**src/rtl/sdc_pkg.sv**
```systemverilog
// Shared constants for the self-discharge counter.
// Bands are numbered 0 (coldest) to 7 (hottest). Band k carries the weight
// 2**k in eighths of a count per hour, so band 3 is one count per hour.
package sdc_pkg;
    localparam int NUM_BANDS   = 8;
    localparam int BAND_W      = $clog2(NUM_BANDS);
    localparam int WEIGHT_W    = NUM_BANDS;     // holds 2**(NUM_BANDS-1)
    localparam int WEIGHT_UNIT = 8;             // weight steps per count per hour
    // Lowest temperature at which band k+1 applies.
    localparam int BAND_EDGE [NUM_BANDS-1] = '{0, 10, 20, 31, 41, 51, 61};
endpackage

```
**src/rtl/sdc_rate_sel.sv**
```systemverilog
// Maps a signed temperature to a phase weight.
// Assumes: temp_c is signed whole degrees. The band edges in the package
// ascend, so the number of edges passed gives the band index.
module sdc_rate_sel
    import sdc_pkg::*;
#(
    parameter int TEMP_W = 8
) (
    input  logic signed [TEMP_W-1:0]   temp_c,
    output logic        [WEIGHT_W-1:0] weight
);
    logic [NUM_BANDS-2:0] above;
    logic [BAND_W-1:0]    band;

    // One comparator per band edge.
    for (genvar k = 0; k < NUM_BANDS - 1; k++) begin : g_edge
        assign above[k] = (temp_c >= BAND_EDGE[k]);
    end

    // Band index is the number of edges the temperature has reached.
    always_comb begin
        band   = BAND_W'($countones(above));
        weight = WEIGHT_W'(1) << band;
    end
endmodule

```
**src/rtl/sdc_phase_acc.sv**
```systemverilog
// Fractional-hour phase accumulator. On each tick it adds the band weight
// and asks for one step when the sum reaches THR, keeping the remainder.
// Assumes THR >= 2**(WEIGHT_W-1), so one tick produces at most one step.
module sdc_phase_acc
    import sdc_pkg::*;
#(
    parameter int THR   = 128,
    parameter int ACC_W = 7
) (
    input  logic                clk,
    input  logic                rst_n,
    input  logic                tick,
    input  logic                clear,
    input  logic [WEIGHT_W-1:0] weight,
    output logic                step,
    output logic [ACC_W-1:0]    acc_q
);
    localparam logic [ACC_W:0] THR_V = (ACC_W+1)'(THR);

    logic [ACC_W:0] sum;

    // Next phase and step request for this tick.
    always_comb begin
        sum  = {1'b0, acc_q} + (ACC_W+1)'(weight);
        step = tick && !clear && (sum >= THR_V);
    end

    // Phase register: clear first, then accumulate on a tick.
    always_ff @(posedge clk) begin
        if (!rst_n || clear) begin
            acc_q <= '0;
        end else if (tick) begin
            acc_q <= step ? ACC_W'(sum - THR_V) : ACC_W'(sum);
        end
    end
endmodule

```
**src/rtl/sdc_wrap_counter.sv**
```systemverilog
// Free-running up counter that rolls over at full scale.
// Assumes the caller has already given clear priority over inc.
module sdc_wrap_counter #(
    parameter int CNT_W = 16
) (
    input  logic             clk,
    input  logic             rst_n,
    input  logic             inc,
    input  logic             clear,
    output logic [CNT_W-1:0] count_q
);
    // Count register: zero on reset or clear, step on inc.
    always_ff @(posedge clk) begin
        if (!rst_n || clear) begin
            count_q <= '0;
        end else if (inc) begin
            count_q <= count_q + CNT_W'(1);
        end
    end
endmodule

```
**src/rtl/selfdis_counter.sv**
```systemverilog
// Temperature-scaled self-discharge counter (top level).
// Picks a rate band from temp_c, accumulates fractional hours on each
// time_tick and steps a rolling 16-bit count. Sleep does not stop counting.
// Assumes: TICKS_PER_HOUR >= 16 and CNT_W is even.
module selfdis_counter
    import sdc_pkg::*;
#(
    parameter int TICKS_PER_HOUR = 3600,
    parameter int TEMP_W         = 8,
    parameter int CNT_W          = 16
) (
    input  logic                    clk,
    input  logic                    rst_n,
    input  logic                    time_tick,
    input  logic signed [TEMP_W-1:0] temp_c,
    input  logic                    clear,
    input  logic                    sleep,
    output logic [CNT_W/2-1:0]      count_hi,
    output logic [CNT_W/2-1:0]      count_lo
);
    localparam int THR    = WEIGHT_UNIT * TICKS_PER_HOUR;
    localparam int ACC_W  = $clog2(THR);
    localparam int HALF_W = CNT_W / 2;

    logic [WEIGHT_W-1:0] weight;
    logic                step;
    logic [ACC_W-1:0]    phase_q;
    logic [CNT_W-1:0]    count_q;
    logic                unused_sleep;

    // Sleep is accepted but has no effect: counting continues in sleep.
    assign unused_sleep = sleep;

    sdc_rate_sel #(.TEMP_W(TEMP_W)) u_rate (
        .temp_c (temp_c),
        .weight (weight)
    );

    sdc_phase_acc #(.THR(THR), .ACC_W(ACC_W)) u_phase (
        .clk    (clk),
        .rst_n  (rst_n),
        .tick   (time_tick),
        .clear  (clear),
        .weight (weight),
        .step   (step),
        .acc_q  (phase_q)
    );

    sdc_wrap_counter #(.CNT_W(CNT_W)) u_count (
        .clk     (clk),
        .rst_n   (rst_n),
        .inc     (step),
        .clear   (clear),
        .count_q (count_q)
    );

    // Byte split of the count.
    assign count_hi = count_q[CNT_W-1:HALF_W];
    assign count_lo = count_q[HALF_W-1:0];
endmodule

```
**config.mk**
```make
export PLATFORM = sky130hd
export DESIGN_NAME = selfdis_counter
export DESIGN_NICKNAME = d
export VERILOG_FILES = /design/src/rtl/sdc_pkg.sv /design/src/rtl/sdc_rate_sel.sv /design/src/rtl/sdc_phase_acc.sv /design/src/rtl/sdc_wrap_counter.sv /design/src/rtl/selfdis_counter.sv
export SDC_FILE = /design/constraint.sdc
export NUM_CORES = 1
export LEC_CHECK = 0
export BUFFER_PORTS_ARGS = -buffer_cell sky130_fd_sc_hd__clkbuf_2
export CORE_MARGIN = 5
export CORE_UTILIZATION = 61
export CTS_BUF_LIST = sky130_fd_sc_hd__clkbuf_4 sky130_fd_sc_hd__clkbuf_8
export DETAILED_ROUTE_END_ITERATION = 10
export GPL_TIMING_DRIVEN = 0
export PLACE_DENSITY = 0.83
export SYNTH_ARGS = -nofsm -noshare
export SYNTH_HDL_FRONTEND = slang
export SYNTH_SLANG_ARGS = --single-unit
```
**constraint.sdc**
```tcl
create_clock -name clk -period 6.8 [get_ports clk]
set_input_delay 1.02 -clock clk [delete_from_list [all_inputs] [get_ports clk]]
set_output_delay 1.02 -clock clk [all_outputs]
set_load 0.01 [all_outputs]
```
; After elaboration in Yosys (flattened, before gate mapping)
; Cells that the tools add are included.
[op_classes]
n_reduce_logical = 5
div_mod_pow = 0
n_shift = 1
n_eq_ne = 0
muxes = 1
mul = 0
n_addsub = 9
order_cmp = 8
bitwise = 0
[ops]
columns = cell, count
row1 = $ge A8 B7 Y1 const B, 3
row2 = $add A15 B8 Y16, 1
row3 = $add A16 B1 Y16 const B, 1
row4 = $ge A16 B15 Y1 const B, 1
row5 = $ge A8 B6 Y1 const B, 2
row6 = $mux W15, 1
row7 = $sub A15 B15 Y15 const B, 1
row8 = $ge A8 B1 Y1 const B, 1
row9 = $ge A8 B5 Y1 const B, 1
row10 = $shl A1 B3 Y8 const A, 1
row11 = $add A1 B1 Y2, 3
row12 = $add A3 B3 Y3, 2
row13 = $add A3 B1 Y3, 1
row14 = $logic_and A1 B1 Y1, 2
row15 = $logic_not A1 Y1, 2
row16 = $logic_or A1 B1 Y1, 1
[word_totals]
memories = 0
ram_bits = 0
mem_bits_ro = 0
output_inout_bits = 16
elab_cells = 26
latchBits = 0
regBits = 31

; Logic depth before layout (Yosys ltp)
; Gate-level depths: netlist (run 1).
[depth]
word_depth = 9
depth_mapped = 26

; Modules after synthesis
; From an unflattened synthesis (run 1), not the netlist that was laid out.
[unflattened]
hier_cells = 310
area_unflattened_um2 = 2507.4
[modules_own_cells]
columns = module, instances, cells_per_inst, seq_area_each_um2, area_each_um2
row1 = sdc_phase_acc, 1, 194, 300.3, 1510.2
row2 = sdc_wrap_counter, 1, 79, 320.3, 720.7
row3 = sdc_rate_sel, 1, 37, 0.0, 276.5

; Worst setup path after synthesis (run 1)
; No wires, ideal clock.
[synth_timing]
path_type = input -> register
startpoint = in temp_c[0]
endpoint = reg u_count.count_q[15]
arrival_time_ns = 5.934
path_buffers = 1
stages = 24
slack_ns = 0.795
cell_sequence = a211o_1 a31oi_1 nor2_1 ha_1 inv_1 fa_1 inv_1 ha_1 inv_1 fa_1 xnor2_1 nor2_1 ha_1 fa_1 a211oi_2 o211ai_2 and2_1 clkbuf_1 o211a_1 o211a_4 o31ai_4 nand4_1 or3_1 a21oi_1
[synth_between]
elab_chain_cells = 8
word_cells_on_any_way = 17
classes_between = add/sub: 7 / order compare: 8 / shift: 1 / reduce/logical: 1
[synth_rtl]
columns = item, line
row1 = from (decl), selfdis_counter.sv:15  ; input logic signed [TEMP_W-1:0] temp_c,
row2 = "$ge A8 B1 Y1, or another cell as far along", sdc_rate_sel.sv:17  ; assign above[k] = (temp_c >= BAND_EDGE[k]);
row3 = $add A1 B1 Y2 (implied by the code), sdc_rate_sel.sv:22  ; band = BAND_W'($countones(above));
row4 = $add A3 B3 Y3 (implied by the code) or $add A3 B1 Y3 (tied branches), sdc_rate_sel.sv:22
row5 = $add A3 B3 Y3 (implied by the code) (*), sdc_rate_sel.sv:22
row6 = $shl A1 B3 Y8 (*), sdc_rate_sel.sv:23  ; weight = WEIGHT_W'(1) << band;
row7 = $add A15 B8 Y16 (*), sdc_phase_acc.sv:24  ; sum = {1'b0, acc_q} + (ACC_W+1)'(weight);
row8 = $ge A16 B15 Y1 (*), sdc_phase_acc.sv:25  ; step = tick && !clear && (sum >= THR_V);
row9 = $logic_and A1 B1 Y1 (*), sdc_phase_acc.sv:25
row10 = to (signal assigned), sdc_wrap_counter.sv:17  ; count_q <= count_q + CNT_W'(1);
row11 = to (decl), sdc_wrap_counter.sv:10  ; output logic [CNT_W-1:0] count_q
; Every way passes the cells marked *; elsewhere a longest branch is shown, timed or not.
; A chain may end at the register's enable or synchronous reset.

; Final worst setup path (run 1)
[layout_timing]
startpoint = in temp_c[1]
endpoint = reg u_count.count_q[7]
; Same word-level chain as after synthesis.

==> flow_metrics.py, run 1 <==
metrics = {
    "global_routing": {
        "antenna_found_initial": 0,
        "grt_usage_pct": 22.4,
        "grt_max_degree": 12,
        "grt_pass1_vias": 2207,
        "gr-total-overflow": 0,
        "grt_first_pass_wirelength_mm": 9.76,
    },
    "route": {
        "drt_iter0_markers": 214,
        "drcViolationCount": 0,
        "dr.pass1.iters": 4,
        "wl_per_cell_um": 14.2,
        "via_count": 2330,
        "drtAntennaViolNets": 0,
        "post_drt_via_cell_ratio": 5.94,
        "routed_wl_mm": 5.58,
    },
    "clocking": {
        "cts_tree": "done",
        "clkLatencyLatePin_ns": 0.29,
        "hold_buffers": 0,
        "cts_resized": 0,
        "post-cts-setup-buffers": 0,
        "root_buffer": "clkbuf_8",
        "clock_path_buffers": 2,
        "path_clk_slew_ns": 0.07,
        "cts_buffers": 5,
        "htreeDepth": 2,
        "cts.sinks": 31,
    },
    "floorplanning": {
        "placementRows": 23,
        "fp.dieH_um": 73.6,
        "dieArea_um2": 5420,
        "boundaryPins": 29,
        "fp.coreArea_um2": 3970,
        "initial_utilization_pct": 62.2,
        "die_x_um": 73.6,
    },
    "yosys": {
        "synth_nets": 338,
        "synth_edf_count": 0,
        "async_flop_share_pct": 0,
        "synth_top_area_share_pct": 25.1,
        "yosys_warnings": 0,
        "synth_cell_types": 54,
        "synth_compound_area_share_pct": 21.7,
        "synth-seq-cells": 31,
        "synth_top_family_by_area": "simple AND/OR/NAND/NOR gates",
        "synth.area.mux_share_pct": 3.24,
        "ys_top_cells_by_area": "dfxtp_1 (25%), ha_1 (7.1%), nor2_1 (5.3%)",
        "syn_area_um2": 2470,
        "synthFlopType": "dfxtp_1",
        "synthAdderAreaFrac_pct": 10.3,
        "synth_area_per_cell_um2": 8.04,
        "synth-xor-area-share_pct": 8.51,
        "yosysTopAreaCell": "dfxtp_1",
        "synthSimpleGateAreaFrac_pct": 26.8,
        "syn_inst": 307,
        "synth-seq-area-share_pct": 25.1,
    },
    "worst_setup_path": {
        "cp-end-kind": "flip-flop",
        "arrival_ns": 6.53,
        "cp.required_ns": 6.97,
        "critical_path.slowest_cell": "o31ai_4",
        "critical_path_buf_inv_count": 6,
        "path_delay_family": "adder cells",
        "path_class": "input port to flip-flop",
        "r2r_setup_slack_ns": 3.29,
        "crit_fanout": 10,
        "start_kind": "input port",
        "cp_slowest_stage_delay_ns": 0.47,
    },
    "final_layout": {
        "area_growth_pct": 12.6,
        "diodes": 0,
        "final_cell_mix": "nor2_1 (35), dfxtp_1 (31), clkbuf_2 (28)",
        "final_common_cell": "nor2_1",
        "fin_cells": 392,
        "drive_above_1_share_pct": 14.9,
        "nets": 372,
        "nFillCells": 313,
    },
    "sta": {
        "max_freq_mhz": 157,
        "setup_tns_ns": 0,
        "finalClockSkew_ns": 0.00820,
        "hold_violations": 0,
        "min_period_ns": 6.36,
        "rsz0062_at_grt": "no",
        "setup_viol": 0,
        "tightest_slew_ns": 0.560,
        "relSlewSlack_pct": 62.7,
        "fin_crit_sh_pct": 93.6,
        "drv_slew": 0,
    },
    "pwr": {
        "power.density_nw_per_um2": 195,
        "vdd_drop_max_uv": 191,
        "total_leakage_power_nw": 1.17,
    },
    "placement": {
        "hpwl_mm": 4.17,
        "finalWeightedCongestion": 0.871,
        "dp.cells": 384,
        "io_buffers": 27,
    },
    "outcome": {
        "status": "finished, final reports clean",
    },
    "hold_path": {
        "min_path_type": "flip-flop to flip-flop",
    },
    "job": {
        "max_cap_viol_count": 0,
    },
}
## per-stage QoR
stage	cell area (µm²)	power, mW	utilization, %	setup slack [ns]	hold slack, ns
after floorplan	2470	0.326	-	0.795	0.458
after global placement	2670	0.357	67.1	0.223	0.470
after detailed placement	2670	0.361	67.1	0.137	0.485
after CTS	2780	0.542	70.0	0.437	0.495
after global routing	2780	0.574	70.0	0.00613	0.522
final	2780	0.541	70.0	0.439	0.498
## synth_stat cells (6+ instances only)
cell type,instances
mux2i_1,8
nor2_1,35
clkbuf_1,7
nor3_1,6
xor2_1,15
and3_1,9
dfxtp_1,31
a21oi_1,24
a21o_1,8
o21ai_0,15
ha_1,14
nand3_1,12
nand2_1,23
or3_1,6
inv_1,10
xnor2_1,9
nand4_1,13
## layout make-up
class,count,area [µm²],share of cell area [%]
plain buffers,13,66.3,2.39
clock buffers,5,68.8,2.48
clock inverters,3,43.8,1.58
inverters,10,37.5,1.35
multi-input cells,253,1740,62.8
flip-flops and latches,31,621,22.3
well taps,50,62.6,2.25
repair buffers,27,135,4.86
## per-layer routing
metal  up-vias  wire (µm)  track usage (%)
met1      1080       2660             29.9
met3        10        205             3.83
met5         -          0                0
met4         0         72             6.24
met2        54       2640             37.0
li1       1186          -                -
## where the power goes
group | internal, mW | leakage (nW) | switching (mW)
Sequential | 0.185 | 0.250 | 0.00251
Combinational | 0.0715 | 0.864 | 0.0996
Clock | 0.109 | 0.0581 | 0.0737
Total | 0.365 | 1.17 | 0.176
## kinds of logic after synthesis
logic type / after synthesis
adders and majority gates: 18
DFF: 31
muxes: 8
buffers and inverters: 23
and+or+nand+nor: 127
xor gates and xnor gates: 24
AOI/OAI and AO/OA: 76
## worst paths after layout
| path | from | end | cells past startpoint |
|---|---|---|---|
| worst max-delay path | temp_c[1] | u_count.count_q[7]$_SDFFE_PP0P_ | 27 |
| worst min register to register | u_count.count_q[15]$_SDFFE_PP0P_ | u_count.count_q[15]$_SDFFE_PP0P_ | 2 |
| worst min-delay path | u_count.count_q[15]$_SDFFE_PP0P_ | u_count.count_q[15]$_SDFFE_PP0P_ | 2 |
| worst max register to register | u_phase.acc_q[0]$_SDFFE_PP0P_ | u_count.count_q[7]$_SDFFE_PP0P_ | 13 |
## worst register-to-register path, stage by stage, from the launching register on
cell	delay, ns
dfxtp_1	0.32
ha_1	0.24
fa_1	0.45
a211oi_2	0.28
o211ai_2	0.16
and2_1	0.17
clkbuf_1	0.16
o211a_1	0.15
o211a_4	0.28
o31ai_4	0.47
buf_2	0.31
nand4_1	0.15
xor2_1	0.19
nor2_1	0.05
## registers in the layout, summed over array words and instances (netlist names)
register,count
u_count.count_q,16
u_phase.acc_q,15
(Power assumes the default switching activity.)
==> run 2, diff against run 1 <==
- CORE_UTILIZATION: 61 -> 55
- PLACE_DENSITY: 0.83 -> 0.79
- clock period: 6.8 -> 5.1 ns (I/O delays scaled with it)
==> flow_metrics.py, run 2 (same netlist as run 1, synthesis figures left out) <==
metrics = {
    "outcome": {
        "status": "finished, violations left",
        "violations": "negative setup slack",
    },
    "floorplanning": {
        "dieArea_um2": 5930,
        "die_x_um": 77.0,
        "fp.dieH_um": 77.0,
        "placementRows": 24,
        "initial_utilization_pct": 56.7,
        "fp.coreArea_um2": 4350,
        "boundaryPins": 29,
    },
    "pwr": {
        "power.density_nw_per_um2": 241,
        "vdd_drop_max_uv": 240,
        "p_int_mw": 0.513,
        "total_leakage_power_nw": 1.34,
        "combPwrFrac_pct": 43.8,
        "pwr-share-seq_pct": 31.8,
        "switching_share_pct": 35.1,
        "clkPwrFrac_pct": 24.4,
        "netSwitchingPower_mw": 0.277,
    },
    "global_routing": {
        "gr-total-overflow": 0,
        "grt_max_degree": 11,
        "grt_pass1_vias": 2419,
        "antenna_found_initial": 0,
        "grt_usage_pct": 21.1,
        "grt_first_pass_wirelength_mm": 10.5,
    },
    "worst_setup_path": {
        "path_class": "input port to flip-flop",
        "cp-end-kind": "flip-flop",
        "start_kind": "input port",
        "cp.required_ns": 5.28,
        "arrival_ns": 5.69,
        "cp_slowest_stage_delay_ns": 0.50,
        "crit_fanout": 5,
        "critical_path.slowest_cell": "fa_1",
    },
    "placement": {
        "dp.cells": 386,
        "placed_cell_area_um2": 2700,
        "finalWeightedCongestion": 0.868,
        "io_buffers": 27,
        "hpwl_mm": 4.27,
    },
    "route": {
        "drtAntennaViolNets": 0,
        "routed_wl_mm": 6.86,
        "drcViolationCount": 0,
        "drt_iter0_markers": 198,
        "via_count": 2557,
        "dr.pass1.iters": 5,
        "post_drt_via_cell_ratio": 6.06,
        "wl_per_cell_um": 16.2,
    },
    "clocking": {
        "cts_buffers": 5,
        "clkLatencyLatePin_ns": 0.29,
        "cts.sinks": 31,
        "clock_path_buffers": 2,
        "root_buffer": "clkbuf_8",
        "path_clk_slew_ns": 0.06,
        "htreeDepth": 2,
        "cts_tree": "done",
    },
    "final_layout": {
        "final_common_cell": "nor2_1",
        "largest_register_ffs": 16,
        "area_growth_pct": 32.8,
        "reg_top3": "u_count.count_q (16), u_phase.acc_q (15)",
        "diodes": 0,
        "final_cell_mix": "nor2_1 (32), dfxtp_1 (31), clkbuf_2 (26)",
        "design_area_um2": 3280,
        "fin_cells": 422,
        "nFillCells": 272,
        "drive_above_1_share_pct": 33.2,
        "largest_register": "u_count.count_q",
        "nets": 400,
    },
    "hold_path": {
        "min_path_type": "flip-flop to flip-flop",
    },
    "sta": {
        "fin_crit_sh_pct": 108,
        "min_period_ns": 5.51,
        "rsz0062_at_grt": "yes",
        "fin_ws_ns": -0.409,
        "hold_violations": 0,
        "tightest_slew_ns": 0.643,
        "max_freq_mhz": 182,
        "relSlewSlack_pct": 57.2,
        "drv_slew": 0,
        "hold_ws_ns": 0.498,
        "finalClockSkew_ns": 0.00457,
        "setup_viol": 24,
        "setup_tns_ns": -6.90,
    },
    "job": {
        "max_cap_viol_count": 0,
    },
}
run 2: changes by cell type in the layout (fill, tap and decap cells not counted), moves of 3 or more:
cell     previous run  this run
buf_4               0        21
nor2_1             35        32
a21oi_1            24        17
ha_2                0         5
a21oi_4             0         3
a21oi_2             1         5
or3_4               0         3
buf_6               2        13
nand2_1            23        20
ha_1               14         7
o21ai_0            15        12
or3_1               6         3
run 2: routing by layer:
metal  track usage [%]  vias to the layer above  share of wire [%]
met5                 0                        -                  0
met4              9.28                        0                3.0
met3              3.63                       22                4.4
met2              35.5                       78                 50
met1              26.1                     1222                 42
li1                  -                     1235                  -
run 2: worst paths after layout:
| check | slack [ns] | cells past startpoint | endpoint | from |
|---|---|---|---|---|
| max reg2reg | 2.12 | 13 | u_phase.acc_q[12]$_SDFFE_PP0P_ | u_phase.acc_q[0]$_SDFFE_PP0P_ |
| min | 0.50 | 2 | u_count.count_q[15]$_SDFFE_PP0P_ | u_count.count_q[15]$_SDFFE_PP0P_ |
| min reg2reg | 0.50 | 2 | u_count.count_q[15]$_SDFFE_PP0P_ | u_count.count_q[15]$_SDFFE_PP0P_ |
| max | -0.41 | 26 | u_phase.acc_q[12]$_SDFFE_PP0P_ | temp_c[0] |
run 2: worst max-delay path: cells and delay by family:
family,cells,cell delay [ns]
AO/OA/AOI/OAI,8,1.38
adder cells (fa/ha/maj),5,1.67
AND/OR/NAND/NOR,4,0.78
XOR/XNOR,1,0.22
multiplexers,1,0.18
buffers and inverters,7,0.70
run 2: power groups by stage:
stage / clock [mW] / combinational, mW / sequential, mW
finish: 0.193 / 0.346 / 0.251
global route: 0.207 / 0.378 / 0.252
CTS: 0.196 / 0.303 / 0.251
detailed placement: 0 / 0.233 / 0.255
global placement: 0 / 0.230 / 0.255
floorplan: 0 / 0.186 / 0.254
run 2: area by class of cell:
class	instances	area (µm²)	area share, %
multi-input combinational	253	2000	61.1
sequential	31	621	18.9
inverter	10	37.5	1.15
buffer	12	68.8	2.10
clock buffer	6	76.3	2.33
clock inverter	2	12.5	0.382
tap	52	65.1	1.98
timing repair buffer	56	395	12.1
run 2: repair_timing:
action | CTS | global route
resized for setup | 28 | 35
endpoints found under the hold margin | 0 | 0
setup buffers | 19 | 10
pin swaps | 16 | 22
endpoints found under the setup margin | 24 | 24
hold buffers | 0 | 0
run 2: through the flow:
| step | utilization, % | power, mW | worst slack (ns) |
|---|---|---|---|
| final | 75.3 | 0.790 | -0.409 |
| after global routing | 75.3 | 0.836 | -0.661 |
| after CTS | 70.1 | 0.749 | -0.386 |
| after detailed placement | 62.0 | 0.489 | -0.981 |
| after global placement | 62.0 | 0.485 | -0.918 |
| after floorplan | - | 0.441 | -0.378 |
==> run 3, diff against run 2 <==
- CORE_UTILIZATION: 55 -> 50
- PLACE_DENSITY: 0.79 -> 0.73
==> flow_metrics.py, run 3 (same netlist as run 1, synthesis figures left out) <==
metrics = {
    "outcome": {
        "status": "finished, violations left",
        "violations": "negative setup slack",
    },
    "worst_setup_path": {
        "r2r_setup_slack_ns": 2.01,
        "start_kind": "input port",
        "worstSetupEndpoint": "u_phase.acc_q[13]$_SDFFE_PP0P_",
        "r2r-start": "u_phase.acc_q[1]$_SDFFE_PP0P_",
        "arrival_ns": 5.82,
        "cp-end-kind": "flip-flop",
        "crit_path_start": "temp_c[2]",
        "cp.required_ns": 5.24,
        "crit_fanout": 6,
        "path_class": "input port to flip-flop",
        "r2r-end": "u_phase.acc_q[13]$_SDFFE_PP0P_",
        "rr_worst_depth": 11,
    },
    "sta": {
        "hold_ws_ns": 0.490,
        "drv_slew": 0,
        "setup_viol": 24,
        "rsz0062_at_grt": "yes",
        "min_period_ns": 5.67,
        "hold_violations": 0,
        "fin_crit_sh_pct": 111,
        "max_freq_mhz": 176,
        "fin_ws_ns": -0.574,
        "relSlewSlack_pct": 56.1,
        "tightest_slew_ns": 0.658,
        "finalClockSkew_ns": 0.00734,
        "setup_tns_ns": -11.03,
    },
    "final_layout": {
        "final-seq-area_um2": 621,
        "drive_above_1_share_pct": 31.6,
        "nets": 400,
        "design_area_um2": 3290,
        "nFillCells": 374,
        "final_cell_mix": "nor2_1 (32), dfxtp_1 (31), clkbuf_2 (26)",
        "post-route-util_pct": 69.2,
        "reg_top3": "u_count.count_q (16), u_phase.acc_q (15)",
        "multiInputGateArea_um2": 1960,
        "fin_cells": 437,
        "largest_register": "u_count.count_q",
        "area_growth_pct": 33.2,
        "largest_register_ffs": 16,
        "diodes": 0,
        "final_common_cell": "nor2_1",
    },
    "global_routing": {
        "antenna_found_initial": 0,
        "gr-total-overflow": 0,
        "grt_pass1_vias": 2579,
        "grt_usage_pct": 21.9,
        "grt_max_degree": 12,
        "grt_first_pass_wirelength_mm": 11.4,
    },
    "clocking": {
        "clkLatencyLatePin_ns": 0.29,
        "hold_buffers": 0,
        "cts.sinks": 31,
        "cts_tree": "done",
        "htreeDepth": 2,
        "root_buffer": "clkbuf_8",
        "cts_buffers": 5,
        "path_clk_slew_ns": 0.07,
        "clock_path_buffers": 2,
    },
    "route": {
        "drcViolationCount": 0,
        "wl_per_cell_um": 15.8,
        "routed_wl_mm": 6.89,
        "via_count": 2555,
        "post_drt_via_cell_ratio": 5.85,
        "drt_iter0_markers": 172,
        "drtAntennaViolNets": 0,
        "dr.pass1.iters": 4,
    },
    "placement": {
        "io_buffers": 27,
        "place_ws_ns": -0.993,
        "hpwl_mm": 4.35,
        "finalWeightedCongestion": 0.810,
        "placed_cell_area_um2": 2720,
        "dp.cells": 401,
    },
    "floorplanning": {
        "fp.coreArea_um2": 4750,
        "die_x_um": 80.3,
        "initial_utilization_pct": 51.9,
        "dieArea_um2": 6440,
        "boundaryPins": 29,
        "fp.dieH_um": 80.3,
        "placementRows": 25,
    },
    "pwr": {
        "pwr-share-seq_pct": 29.5,
        "total_leakage_power_nw": 1.34,
        "finalPower_mw": 0.849,
        "combPwrFrac_pct": 47.9,
        "switching_share_pct": 34.8,
        "p_int_mw": 0.554,
        "netSwitchingPower_mw": 0.295,
        "clkPwrFrac_pct": 22.6,
        "power.density_nw_per_um2": 258,
        "vdd_drop_max_uv": 178,
    },
    "hold_path": {
        "min_path_type": "flip-flop to flip-flop",
    },
    "job": {
        "max_cap_viol_count": 0,
    },
}
[run 3: cell types whose count changed in the layout (fill, tap and decap cells not counted), sizes merged]
| cell | delta |
|---|---|
| clkbuf | -1 |
| clkinvlp | +1 |
[run 3: final cells by class]
type / count / area share [%]
Buffer: 12 / 2.21
Clock buffer: 5 / 2.09
Clock inverter: 3 / 0.609
Inverter: 10 / 1.14
Multi-Input combinational cell: 253 / 59.6
Sequential cell: 31 / 18.9
Tap cell: 67 / 2.55
Timing Repair Buffer: 56 / 12.9
[run 3: how the worst min path moves through the flow]
| stage | startpoint | to | slack, ns | cells after the start |
|---|---|---|---|---|
| global route | u_count.count_q[15]$_SDFFE_PP0P_ | u_count.count_q[15]$_SDFFE_PP0P_ | 0.53 | 2 |
| floorplan | u_phase.acc_q[7]$_SDFFE_PP0P_ | u_phase.acc_q[7]$_SDFFE_PP0P_ | 0.46 | 2 |
| CTS | u_count.count_q[15]$_SDFFE_PP0P_ | u_count.count_q[15]$_SDFFE_PP0P_ | 0.50 | 2 |
| finish | u_count.count_q[15]$_SDFFE_PP0P_ | u_count.count_q[15]$_SDFFE_PP0P_ | 0.49 | 2 |
| global placement | u_count.count_q[15]$_SDFFE_PP0P_ | u_count.count_q[15]$_SDFFE_PP0P_ | 0.47 | 2 |
| detailed placement | u_count.count_q[15]$_SDFFE_PP0P_ | u_count.count_q[15]$_SDFFE_PP0P_ | 0.49 | 2 |
[run 3: critical path, cell delays in order]
cell	delay, ns
clkbuf_2	0.11
a21oi_1	0.18
nand2_1	0.10
a21oi_2	0.16
nor2_1	0.07
ha_1	0.29
inv_2	0.04
fa_1	0.44
inv_1	0.07
ha_2	0.17
inv_2	0.03
fa_2	0.60
nand2_2	0.10
nor2_4	0.17
ha_4	0.23
a211o_4	0.36
a2111o_1	0.43
o211ai_1	0.23
inv_1	0.14
ha_2	0.24
and3_4	0.16
a211o_1	0.28
nor3_2	0.22
a2bb2oi_2	0.16
a21oi_2	0.06
[run 3: per-layer routing]
layer  GRT usage (%)  part of all wire [%]  up-vias
met1            25.2                    41     1216
li1                -                     -     1230
met4            9.97                   3.3        0
met5               0                     0        -
met2            39.6                    51       84
met3            3.36                   4.3       25
[run 3: power by group through the flow]
stage / sequential (mW) / clock (mW) / combinational [mW]
floorplan: 0.254 / 0 / 0.186
global placement: 0.255 / 0 / 0.230
detailed placement: 0.255 / 0 / 0.232
CTS: 0.250 / 0.196 / 0.363
global route: 0.251 / 0.210 / 0.437
finish: 0.250 / 0.192 / 0.407
[run 3: what timing repair did]
action | in CTS | in global routing
gates resized for setup | 33 | 20
setup buffers | 26 | 2
pin swaps | 27 | 13
setup endpoints to repair | 24 | 24
cloned | 1 | 0
